## src/rtl/vbp_pkg.sv

```systemverilog
`timescale 1ns/1ps
package vbp_pkg;
    localparam int BAND_W     = 5;
    localparam int NUM_BANDS  = 31;
    localparam int WIN_SPAN   = 10;
    localparam int WIN_STRIDE = 7;
    localparam int NUM_WIN    = 4;
    localparam int WIN_W      = $clog2(NUM_WIN);
    localparam int OFF_W      = $clog2(WIN_SPAN);

    typedef enum logic [1:0] {
        ST_IDLE,
        ST_SETTLE,
        ST_JUDGE,
        ST_LAND
    } vbp_state_e;
endpackage

```

## src/rtl/vbp_window_base.sv

```systemverilog
`timescale 1ns/1ps
module vbp_window_base
    import vbp_pkg::*;
(
    input  logic [WIN_W-1:0]  sel_i,
    output logic [BAND_W-1:0] base_o
);
    logic [BAND_W-1:0] base_tbl [NUM_WIN];

    for (genvar w = 0; w < NUM_WIN; w++) begin : g_base
        assign base_tbl[w] = BAND_W'(w * WIN_STRIDE);
    end

    assign base_o = base_tbl[sel_i];

    // the highest window must end on the top subband or below it
    always_comb begin
        p_window_fits_r3: assert (int'(base_o) + WIN_SPAN - 1 <= NUM_BANDS - 1)
            else $error("window beyond last subband");
    end
endmodule

```

## src/rtl/vbp_settle_timer.sv

```systemverilog
`timescale 1ns/1ps
module vbp_settle_timer #(
    parameter int SETTLE_CYC = 6
) (
    input  logic clk,
    input  logic rst_n,
    input  logic run_i,
    output logic expired_o
);
    localparam int CNT_W = $clog2(SETTLE_CYC) + 1;

    logic [CNT_W-1:0] cnt_q;

    assign expired_o = run_i && (cnt_q == CNT_W'(SETTLE_CYC - 1));

    always_ff @(posedge clk or negedge rst_n) begin
        if (!rst_n)
            cnt_q <= '0;
        else if (!run_i)
            cnt_q <= '0;
        else if (!expired_o)
            cnt_q <= cnt_q + 1'b1;
    end

    p_count_limit_r5: assert property (@(posedge clk) disable iff (!rst_n)
        int'(cnt_q) <= SETTLE_CYC - 1)
        else $error("settle counter ran past its limit");

    p_restart_r5: assert property (@(posedge clk) disable iff (!rst_n)
        !run_i |=> (cnt_q == '0))
        else $error("settle counter not cleared between candidates");
endmodule

```

## src/rtl/vbp_halving.sv

```systemverilog
`timescale 1ns/1ps
module vbp_halving #(
    parameter int SPAN = 10
) (
    input  logic                      clk,
    input  logic                      rst_n,
    input  logic                      load_i,
    input  logic                      step_i,
    input  logic                      too_fast_i,
    output logic [$clog2(SPAN)-1:0]   probe_o,
    output logic [$clog2(SPAN)-1:0]   result_o,
    output logic                      last_o
);
    localparam int OW        = $clog2(SPAN);
    localparam int MAX_STEPS = $clog2(SPAN);
    localparam int STEP_W    = $clog2(MAX_STEPS + 1);

    logic [OW-1:0]     lo_q, hi_q;
    logic [OW:0]       sum_w;
    logic [OW-1:0]     mid_w;
    logic [STEP_W-1:0] steps_q;

    // upper middle, so a step always moves one bound
    assign sum_w    = {1'b0, lo_q} + {1'b0, hi_q} + 1'b1;
    assign mid_w    = OW'(sum_w >> 1);
    assign probe_o  = mid_w;
    assign result_o = lo_q;
    assign last_o   = (lo_q == hi_q);

    always_ff @(posedge clk or negedge rst_n) begin
        if (!rst_n) begin
            lo_q    <= '0;
            hi_q    <= '0;
            steps_q <= '0;
        end else if (load_i) begin
            lo_q    <= '0;
            hi_q    <= OW'(SPAN - 1);
            steps_q <= '0;
        end else if (step_i) begin
            if (too_fast_i)
                hi_q <= mid_w - 1'b1;
            else
                lo_q <= mid_w;
            steps_q <= steps_q + 1'b1;
        end
    end

    p_lo_le_hi_r4: assert property (@(posedge clk) disable iff (!rst_n)
        lo_q <= hi_q)
        else $error("search interval inverted");

    p_hi_limit_r3: assert property (@(posedge clk) disable iff (!rst_n)
        int'(hi_q) <= SPAN - 1)
        else $error("search interval left the window");

    p_step_budget_r5: assert property (@(posedge clk) disable iff (!rst_n)
        step_i |-> (int'(steps_q) < MAX_STEPS))
        else $error("more comparisons than the halving bound");

    p_step_live_r4: assert property (@(posedge clk) disable iff (!rst_n)
        step_i |-> !last_o)
        else $error("comparison made on a closed interval");
endmodule

```

## src/rtl/vco_band_picker.sv

```systemverilog
`timescale 1ns/1ps
module vco_band_picker
    import vbp_pkg::*;
#(
    parameter int SETTLE_CYC = 6
) (
    input  logic              clk,
    input  logic              rst_n,
    input  logic              start_i,
    input  logic              auto_i,
    input  logic [BAND_W-1:0] prog_band_i,
    input  logic [WIN_W-1:0]  win_sel_i,
    input  logic              vco_fast_i,
    output logic [BAND_W-1:0] band_o,
    output logic              busy_o,
    output logic              done_o
);
    localparam logic [BAND_W-1:0] TOP_CODE = BAND_W'(NUM_BANDS - 1);

    vbp_state_e        state_q, state_d;
    logic [BAND_W-1:0] band_q, base_q, base_w, prog_lim;
    logic              done_q;
    logic              accept, expired, last;
    logic [OFF_W-1:0]  probe, result;

    assign accept   = (state_q == ST_IDLE) && start_i;
    assign prog_lim = (prog_band_i > TOP_CODE) ? TOP_CODE : prog_band_i;

    vbp_window_base u_base (
        .sel_i  (win_sel_i),
        .base_o (base_w)
    );

    vbp_settle_timer #(.SETTLE_CYC(SETTLE_CYC)) u_timer (
        .clk       (clk),
        .rst_n     (rst_n),
        .run_i     (state_q == ST_SETTLE),
        .expired_o (expired)
    );

    vbp_halving #(.SPAN(WIN_SPAN)) u_halve (
        .clk        (clk),
        .rst_n      (rst_n),
        .load_i     (accept && auto_i),
        .step_i     (state_q == ST_JUDGE),
        .too_fast_i (vco_fast_i),
        .probe_o    (probe),
        .result_o   (result),
        .last_o     (last)
    );

    // next-state logic
    always_comb begin
        state_d = state_q;
        unique case (state_q)
            ST_IDLE:   if (start_i && auto_i) state_d = ST_SETTLE;
            ST_SETTLE: if (last)              state_d = ST_LAND;
                       else if (expired)      state_d = ST_JUDGE;
            ST_JUDGE:                         state_d = ST_SETTLE;
            ST_LAND:                          state_d = ST_IDLE;
            default:                          state_d = ST_IDLE;
        endcase
    end

    // state register
    always_ff @(posedge clk or negedge rst_n) begin
        if (!rst_n)
            state_q <= ST_IDLE;
        else
            state_q <= state_d;
    end

    // registered outputs
    always_ff @(posedge clk or negedge rst_n) begin
        if (!rst_n) begin
            band_q <= '0;
            base_q <= '0;
            done_q <= 1'b0;
        end else begin
            done_q <= 1'b0;
            if (accept) begin
                if (auto_i) begin
                    base_q <= base_w;
                end else begin
                    band_q <= prog_lim;
                    done_q <= 1'b1;
                end
            end else if (state_q == ST_LAND) begin
                band_q <= base_q + BAND_W'(result);
                done_q <= 1'b1;
            end
        end
    end

    assign busy_o = (state_q != ST_IDLE);
    assign done_o = done_q;
    assign band_o = busy_o ? (base_q + BAND_W'(probe)) : band_q;

    p_manual_load_r2: assert property (@(posedge clk) disable iff (!rst_n)
        (start_i && !busy_o && !auto_i) |=>
            (done_o && !busy_o &&
             band_o == (($past(prog_band_i) > TOP_CODE) ? TOP_CODE : $past(prog_band_i))))
        else $error("manual load wrong");

    p_in_window_r3: assert property (@(posedge clk) disable iff (!rst_n)
        busy_o |-> (band_o >= base_q && int'(band_o) <= int'(base_q) + WIN_SPAN - 1))
        else $error("candidate outside window");

    p_settle_hold_r5: assert property (@(posedge clk) disable iff (!rst_n)
        (state_q == ST_SETTLE && !expired && !last) |=> $stable(band_o))
        else $error("candidate changed while settling");

    p_busy_after_start_r6: assert property (@(posedge clk) disable iff (!rst_n)
        (start_i && !busy_o && auto_i) |=> busy_o)
        else $error("search did not begin");

    p_done_idle_r6: assert property (@(posedge clk) disable iff (!rst_n)
        done_o |-> !busy_o)
        else $error("done while busy");

    p_idle_hold_r8: assert property (@(posedge clk) disable iff (!rst_n)
        (!busy_o && !start_i) |=> $stable(band_o))
        else $error("band moved between searches");
endmodule

```

## config.mk

```make
export PLATFORM = sky130hd
export DESIGN_NAME = vco_band_picker
export DESIGN_NICKNAME = d
export VERILOG_FILES = /design/src/rtl/vbp_pkg.sv /design/src/rtl/vbp_window_base.sv /design/src/rtl/vbp_settle_timer.sv /design/src/rtl/vbp_halving.sv /design/src/rtl/vco_band_picker.sv
export SDC_FILE = /design/constraint.sdc
export NUM_CORES = 1
export LEC_CHECK = 0
export CAP_MARGIN = 20
export CORE_UTILIZATION = 49
export DETAILED_ROUTE_END_ITERATION = 8
export DONT_BUFFER_PORTS = 1
export SYNTH_ARGS = -nofsm -noshare
export SYNTH_HDL_FRONTEND = slang
export SYNTH_SLANG_ARGS = --single-unit
```

## constraint.sdc

```tcl
create_clock -name clk -period 7.05 [get_ports clk]
set_input_delay 1.41 -clock clk [delete_from_list [all_inputs] [get_ports clk]]
set_output_delay 1.41 -clock clk [all_outputs]
set_load 0.1 [all_outputs]
```

# Word-level counts from Yosys, hierarchy flattened

Index checks and enable logic that the tools add are counted.

Add/sub/neg operators: 6
Order comparisons: 2
Eq/ne operators: 10
Muxes and demuxes: 23
Bitwise operators: 1
Reduce and logical (&&, ||, !) cells: 14

Operator list:

| cell                  | number |
|---|---|
| $mux W5               | 7 |
| $mux W4               | 8 |
| $add A5 B4 Y5         | 2 |
| $bmux W5 S2           | 1 |
| $reduce_and A2 Y1     | 5 |
| $pmux W2 S4           | 1 |
| $reduce_bool A2 Y1    | 4 |
| $mux W2               | 3 |
| $add A4 B4 Y5         | 1 |
| $add A5 B1 Y5 const B | 1 |
| $gt A5 B5 Y1 const B  | 1 |
| $add A4 B1 Y4 const B | 1 |
| $eq A2 B2 Y1 const B  | 2 |
| $eq A4 B3 Y1 const B  | 1 |
| $eq A4 B4 Y1          | 1 |
| $logic_and A1 B1 Y1   | 4 |
| $ne A2 B1 Y1 const B  | 2 |
| $ne A2 B2 Y1 const B  | 2 |
| $sub A4 B1 Y4 const B | 1 |
| $ge A3 B3 Y1 const B  | 1 |
| $mux W1               | 3 |
| $ne A3 B3 Y1 const B  | 1 |
| $not A2 Y3            | 1 |
| $eq A2 B1 Y1 const B  | 1 |
| $logic_not A2 Y1      | 1 |

Flip-flop bits (word level): 25
Input port bits: 12

# Longest topological paths before layout

Gate-level depths: netlist of the first run.

Depth in word-level cells: 6
Gate-level depth with buffers: 10

# Cells and area by module

Synthesis of the first run repeated with hierarchy kept, for this count alone.

Cell total of the unflattened synthesis: 188
Area, all modules: 1783.0 um^2

Modules (own cells, without submodules):

| module           | instances | cells each | area each (um^2) |
|---|---|---|---|
| vco_band_picker  | 1         | 97         | 923.4 |
| vbp_halving      | 1         | 62         | 570.5 |
| vbp_settle_timer | 1         | 22         | 232.7 |
| vbp_window_base  | 1         | 7          | 56.3 |

# Worst setup path before layout of the first run

No wires, ideal clock.

Path kind: reg-to-output
Start: register u_halve.lo_q[0], in the netlist u_halve.result_o[0]
End: output port band_o[4]
Data arrival time: 3.606 ns
Slack: 2.034 ns
Cell stages (with the launch flop): 11
Cell sequence: dfrtp_1 -> inv_1 -> ha_1 -> fa_1 -> inv_1 -> ha_1 -> fa_1 -> a21o_1 -> a21oi_1 -> xor2_1 -> o21ai_1

Cells in the longest elaborated chain, start to end: 4

Ends and longest elaborated chain:

| element                | line                  | text |
|---|---|---|
| from (decl)            | vbp_halving.sv:18     | `logic [OW-1:0] lo_q, hi_q;` |
| from (signal assigned) | vbp_halving.sv:43     | `lo_q <= mid_w;` |
| $add A4 B4 Y5          | vbp_halving.sv:24     | `assign sum_w = {1'b0, lo_q} + {1'b0, hi_q} + 1'b1;` |
| $add A5 B1 Y5          | vbp_halving.sv:24     |  |
| $add A5 B4 Y5          | vco_band_picker.sv:97 | `assign band_o = busy_o ? (base_q + BAND_W'(probe)) : band_q;` |
| $mux W5                | vco_band_picker.sv:97 |  |
| to (decl)              | vco_band_picker.sv:14 | `output logic [BAND_W-1:0] band_o,` |

No other way between the ends.

# Final worst setup path of the first run

Same ends and word-level chain as after synthesis.

==> results of run 1 <==
[how the worst max path moves through the flow]
stage                   startpoint        end  cells after the start
3_3_place_gp   u_halve.result_o[0]  band_o[4]                     10
3_5_place_dp   u_halve.result_o[0]  band_o[4]                     10
6_report       u_halve.result_o[0]  band_o[4]                     10
4_1_cts        u_halve.result_o[0]  band_o[4]                     10
2_1_floorplan  u_halve.result_o[0]  band_o[4]                     10
5_1_grt        u_halve.result_o[0]  band_o[4]                     10
[state kept, by name, indices dropped and copies added (netlist names)]
register / count
band_q: 5
state_q: 2
u_halve.result_o: 4
base_q: 5
u_halve.hi_q: 4
u_timer.cnt_q: 4
done_o: 1
[worst reg2reg max path: stages, from the launching register on]
cell and delay (ns):
dfrtp_1 0.55, nor2_2 0.50, inv_2 0.37, o31a_1 0.44, inv_2 0.11, mux2_1 0.31
[cell usage after synthesis, types with 4 or more instances]
| master | count | area [um^2] |
|---|---|---|
| ha_1 | 19 | 238 |
| nand3_1 | 5 | 25.0 |
| nand2_1 | 23 | 86.3 |
| nor2_1 | 8 | 30.0 |
| a21oi_1 | 10 | 50.1 |
| dfrtp_1 | 25 | 626 |
| inv_1 | 14 | 52.6 |
| mux2_1 | 4 | 45.0 |
| a22o_1 | 7 | 61.3 |
| xnor2_1 | 5 | 43.8 |
| xor2_1 | 6 | 52.6 |
| o21ai_1 | 11 | 55.1 |
[per-layer routing]
layer  global-route usage (%)  vias up
li1                         -      619
met1                     28.4      583
met2                     32.2       33
met3                     4.48        4
met4                     8.12        0
met5                        0        -
[logic make-up after synthesis]
kind of cell    Yosys count
compound gates           41
xor+xnor                 11
flops                    25
buf+inv                  20
simple gates             53
mux                       6
fa+ha+maj                22
[through the flow]
step / setup WS (ns) / cells / hold WS (ns)
2_1_floorplan: 2.03 / 178 / 0.452
3_3_place_gp: 2.43 / 218 / 0.465
3_5_place_dp: 2.35 / 218 / 0.477
4_1_cts: 1.98 / 222 / 0.508
5_1_grt: 1.83 / 222 / 0.540
6_report: 2.01 / 222 / 0.507
[layout make-up]
| type | count | area, um^2 |
|---|---|---|
| fillers | 300 | 1400 |
| flip-flops and latches | 25 | 626 |
| inverters | 16 | 60.1 |
| clock buffers | 4 | 26.3 |
| multi-input cells | 133 | 991 |
| well taps | 44 | 55.1 |
==> qor.yml, run 1 <==
final_cell_mix: "dfrtp_1 (25), nand2_1 (23), ha_1 (19)"
layout_commonest_cell: "dfrtp_1"
cts_buffer_depth: 2
arrival_ns: 3.63
finClkSkew_ns: 0.00427
fin_setup_tns_ns: 0
drt_iter0_drc: 56
utilization_pct: 55.8
worst-r2r-setup-slack_ns: 4.68
yosys.area_share.simple_pct: 15.2
drive_above_1_share_pct: 6.74
diodes: 0
insertion_delay_ns: 0.32
dieArea_um2: 3680
min_period_ns: 5.04
syn_nets: 212
cts_tree: "done"
fp-row-count: 20
place_area_um2: 1730
timing.rr.start: "state_q[1]"
die-height_um: 60.7
outcome: "finished, final reports clean"
vias: 1239
r2r_cells: 5
max_stage_delay_ns: 0.84
required_ns: 5.64
start_util_pct: 53.5
numCtsBuffers: 3
highest-signal-layer: "met4"
ios: 19
synthMuxAreaShare_pct: 3.93
setup_violations: 0
slew-limit-headroom_pct: 27.7
async_flop_share_pct: 100
synth_cells: 178
whs_path_depth: 1
grtUsageTotal_pct: 20.8
viasPerCell: 5.58
wl_met2_um: 1470
antenna_found_initial: 0
gp_congestion: 0.898
synth_ff_type: "dfrtp_1"
startpoint_type: "flip-flop"
drt-total-wl_um: 3270
clk_pin_slew_ns: 0.13
grt_pass1_vias: 1185
grt_max_degree: 26
final_area_um2: 1760
wl_per_cell_um: 14.7
synthAdderAreaFrac_pct: 17.7
clk_root_buffer_cell: "clkbuf_4"
crit_type: "flip-flop to output pin"
grt_overflow: 0
met1_length_um: 1580
syn_area_per_cell_um2: 9.48
holdCritPathClass: "flip-flop to flip-flop"
synth_xor_area_share_pct: 5.71
worst_hold_startpoint: "band_q[1]"
drv_slew: 0
synth_edf_count: 0
hold_end: "band_q[1]"
rsz0062_at_grt: "no"
synth_seq_area_share_pct: 37.1
cts_hold_buf: 0
drc: 0
cp_top_family: "adder cells"
cts_resized: 0
nets: 213
cts_setup_buffers: 0
hold_violations: 0
syn_area_um2: 1690
synthToLayoutAreaGrowth_pct: 4.23
critPathMaxFanout: 4
synth_top_family_by_area: "adder cells"
worstReg2RegEnd: "band_q[1]"
ys_ff_latch: 25
drv_cap: 0
wl_met3_um: 181
drtAntennaViolNets: 0
ys_types: 39
port_buffers: 0
yosysWarningCount: 0
finalCritPeriodShare_pct: 71.5
synth-compound-area-share_pct: 15.6
hpwlAfterDp_um: 2660
worst_pin_slew_ns: 1.08
die_x_um: 60.7
dr.pass1.iters: 4
cp_slowest_cell: "o21ai_2"
coreArea_um2: 3150
htree_levels: 1
endpoint_kind: "output pin"
path_buf_inv: 2
fmax_ghz: 0.198
path_cells: "inv_1 > ha_1 > fa_1 > inv_1 > ha_1 > fa_1 > a21o_1 > a21oi_1 > xor2_1 > o21ai_2"
grt_first_pass_wirelength_um: 5470
cts.sinks: 25
Power of run 1 is left out: the tool's default activity adds up to more than one toggle a clock period on the data nets, which glitch-free logic cannot reach.
==> inputs of run 2 (changes only) <==
==> constraint.sdc (replaced) <==
create_clock -name clk -period 5.2 [get_ports clk]
set_input_delay 1.04 -clock clk [delete_from_list [all_inputs] [get_ports clk]]
set_output_delay 1.04 -clock clk [all_outputs]
set_load 0.1 [all_outputs]
==> run 2 against run 1 <==
Net effect: non-clock buffer count increased by 3; register-to-register slack got worse by 1.9 ns; sequential share of layout area is 0.52 points lower; cell count up 1.4%; die area is the same; critical endpoint unchanged.
==> qor.yml, run 2 (synthesis results as in run 1) <==
drt-total-wl_um: 3410  # +4.3%
cts_buffer_depth: 2  # unchanged
coreArea_um2: 3150  # unchanged
wl_per_cell_um: 15.1  # +2.9%
fin_setup_tns_ns: 0  # unchanged
layout_commonest_cell: "dfrtp_1"
drt_iter0_drc: 41  # -27%
rsz0062_at_grt: "no"
vias: 1222  # -1.4%
drv_cap: 0  # unchanged
endpoint_kind: "output pin"
grt_overflow: 0  # unchanged
numCtsBuffers: 3  # unchanged
slew-limit-headroom_pct: 40.9  # +13 points
required_ns: 4.16  # -1.48 ns
nets: 216  # +1.4%
hold_slack_ns: 0.365  # -0.142 ns
arrival_ns: 3.26  # -0.37 ns
antenna_found_initial: 0  # unchanged
hpwlAfterDp_um: 2670  # +0.40%
finalCritPeriodShare_pct: 82.8
utilization_pct: 56.6  # +0.83 points
critPathMaxFanout: 4  # unchanged
startpoint_type: "flip-flop"
cts_resized: 0  # unchanged
worst-r2r-setup-slack_ns: 2.82  # -1.86 ns
holdCritPathClass: "input port to asynchronous set/reset pin"
fmax_ghz: 0.232
hold_violations: 0  # unchanged
cts_hold_buf: 0  # unchanged
ios: 19  # unchanged
grtUsageTotal_pct: 21.9  # +1.1 points
drv_slew: 0  # unchanged
grt_pass1_vias: 1265  # +6.8%
timing.rr.start: "state_q[1]"
min_period_ns: 4.30
synthToLayoutAreaGrowth_pct: 5.79
diodes: 0  # unchanged
fp-row-count: 20  # unchanged
worstReg2RegEnd: "band_q[2]"
drtAntennaViolNets: 0  # unchanged
dr.pass1.iters: 4  # unchanged
insertion_delay_ns: 0.34  # +0.02 ns
grt_first_pass_wirelength_um: 5790  # +5.8%
reg_top3: "band_q (5), base_q (5)"
die_x_um: 60.7  # unchanged
finClkSkew_ns: 0.0135  # +0.00920 ns
gp_congestion: 0.883  # -1.6%
start_util_pct: 53.5  # unchanged
cts.sinks: 25  # unchanged
clk_root_buffer_cell: "clkbuf_4"
dieArea_um2: 3680  # unchanged
cts_tree: "done"
worst_pin_slew_ns: 0.889  # -0.195 ns
viasPerCell: 5.43  # -2.7%
drc: 0  # unchanged
outcome: "finished, final reports clean"
port_buffers: 0  # unchanged
final_cell_mix: "dfrtp_1 (25), nand2_1 (23), ha_1 (19)"
htree_levels: 1  # unchanged
crit_type: "flip-flop to output pin"
setup_violations: 0  # unchanged
die-height_um: 60.7  # unchanged
clk_pin_slew_ns: 0.16  # +0.03 ns
drive_above_1_share_pct: 8.84  # +2.1 points
grt_max_degree: 26  # unchanged
r2r_cells: 5  # unchanged
cts_setup_buffers: 0  # unchanged
==> run 2: changes by cell type in the layout (fill, tap and decap cells not counted) <==
| cell | change |
|---|---|
| buf_4 | +3 |
| clkbuf_1 | -1 |
| clkinvlp_4 | +1 |
==> run 2: area by class of cell <==
type,count,area [um^2]
fill,331,1370
tap,44,55.1
clock inverter,1,7.51
timing repair buffer,3,22.5
multi-input combinational,133,991
clock buffer,3,22.5
sequential,25,626
inverter,16,60.1
==> run 2: worst max-delay path by stage <==
stage	end	from	slack (ns)	cells past startpoint
after floorplan	band_o[4]	u_halve.result_o[0]	0.55	10
after global placement	band_o[4]	u_halve.result_o[0]	1.38	11
after detailed placement	band_o[4]	u_halve.result_o[0]	1.30	11
after CTS	band_o[4]	u_halve.result_o[0]	0.89	11
after global routing	band_o[4]	u_halve.result_o[0]	0.76	11
final	band_o[4]	u_halve.result_o[0]	0.90	11
==> run 2: per-layer routing <==
metal	wire, um	GRT usage, %	vias to the layer above
li1	-	-	622
met1	1650	30.8	581
met2	1600	35.3	17
met3	136	2.77	2
met4	21	6.82	0
met5	0	0	-
==> run 2: through the flow <==
step	worst slack (ns)	cell area (um^2)	instances
detailed placement	1.30	1750	221
global route	0.762	1780	225
CTS	0.893	1780	225
floorplan	0.554	1690	178
finish	0.895	1780	225
global placement	1.38	1750	221
==> run 2: worst max-delay path: stages (launching register included) <==
cell and delay [ns]:
dfrtp_1 0.42, inv_1 0.06, ha_1 0.21, fa_1 0.57
inv_1 0.10, ha_1 0.22, fa_1 0.43, a21o_1 0.20
a21oi_1 0.20, xor2_1 0.10, o21ai_2 0.12, buf_4 0.30
Power of run 2 is left out for the same reason.
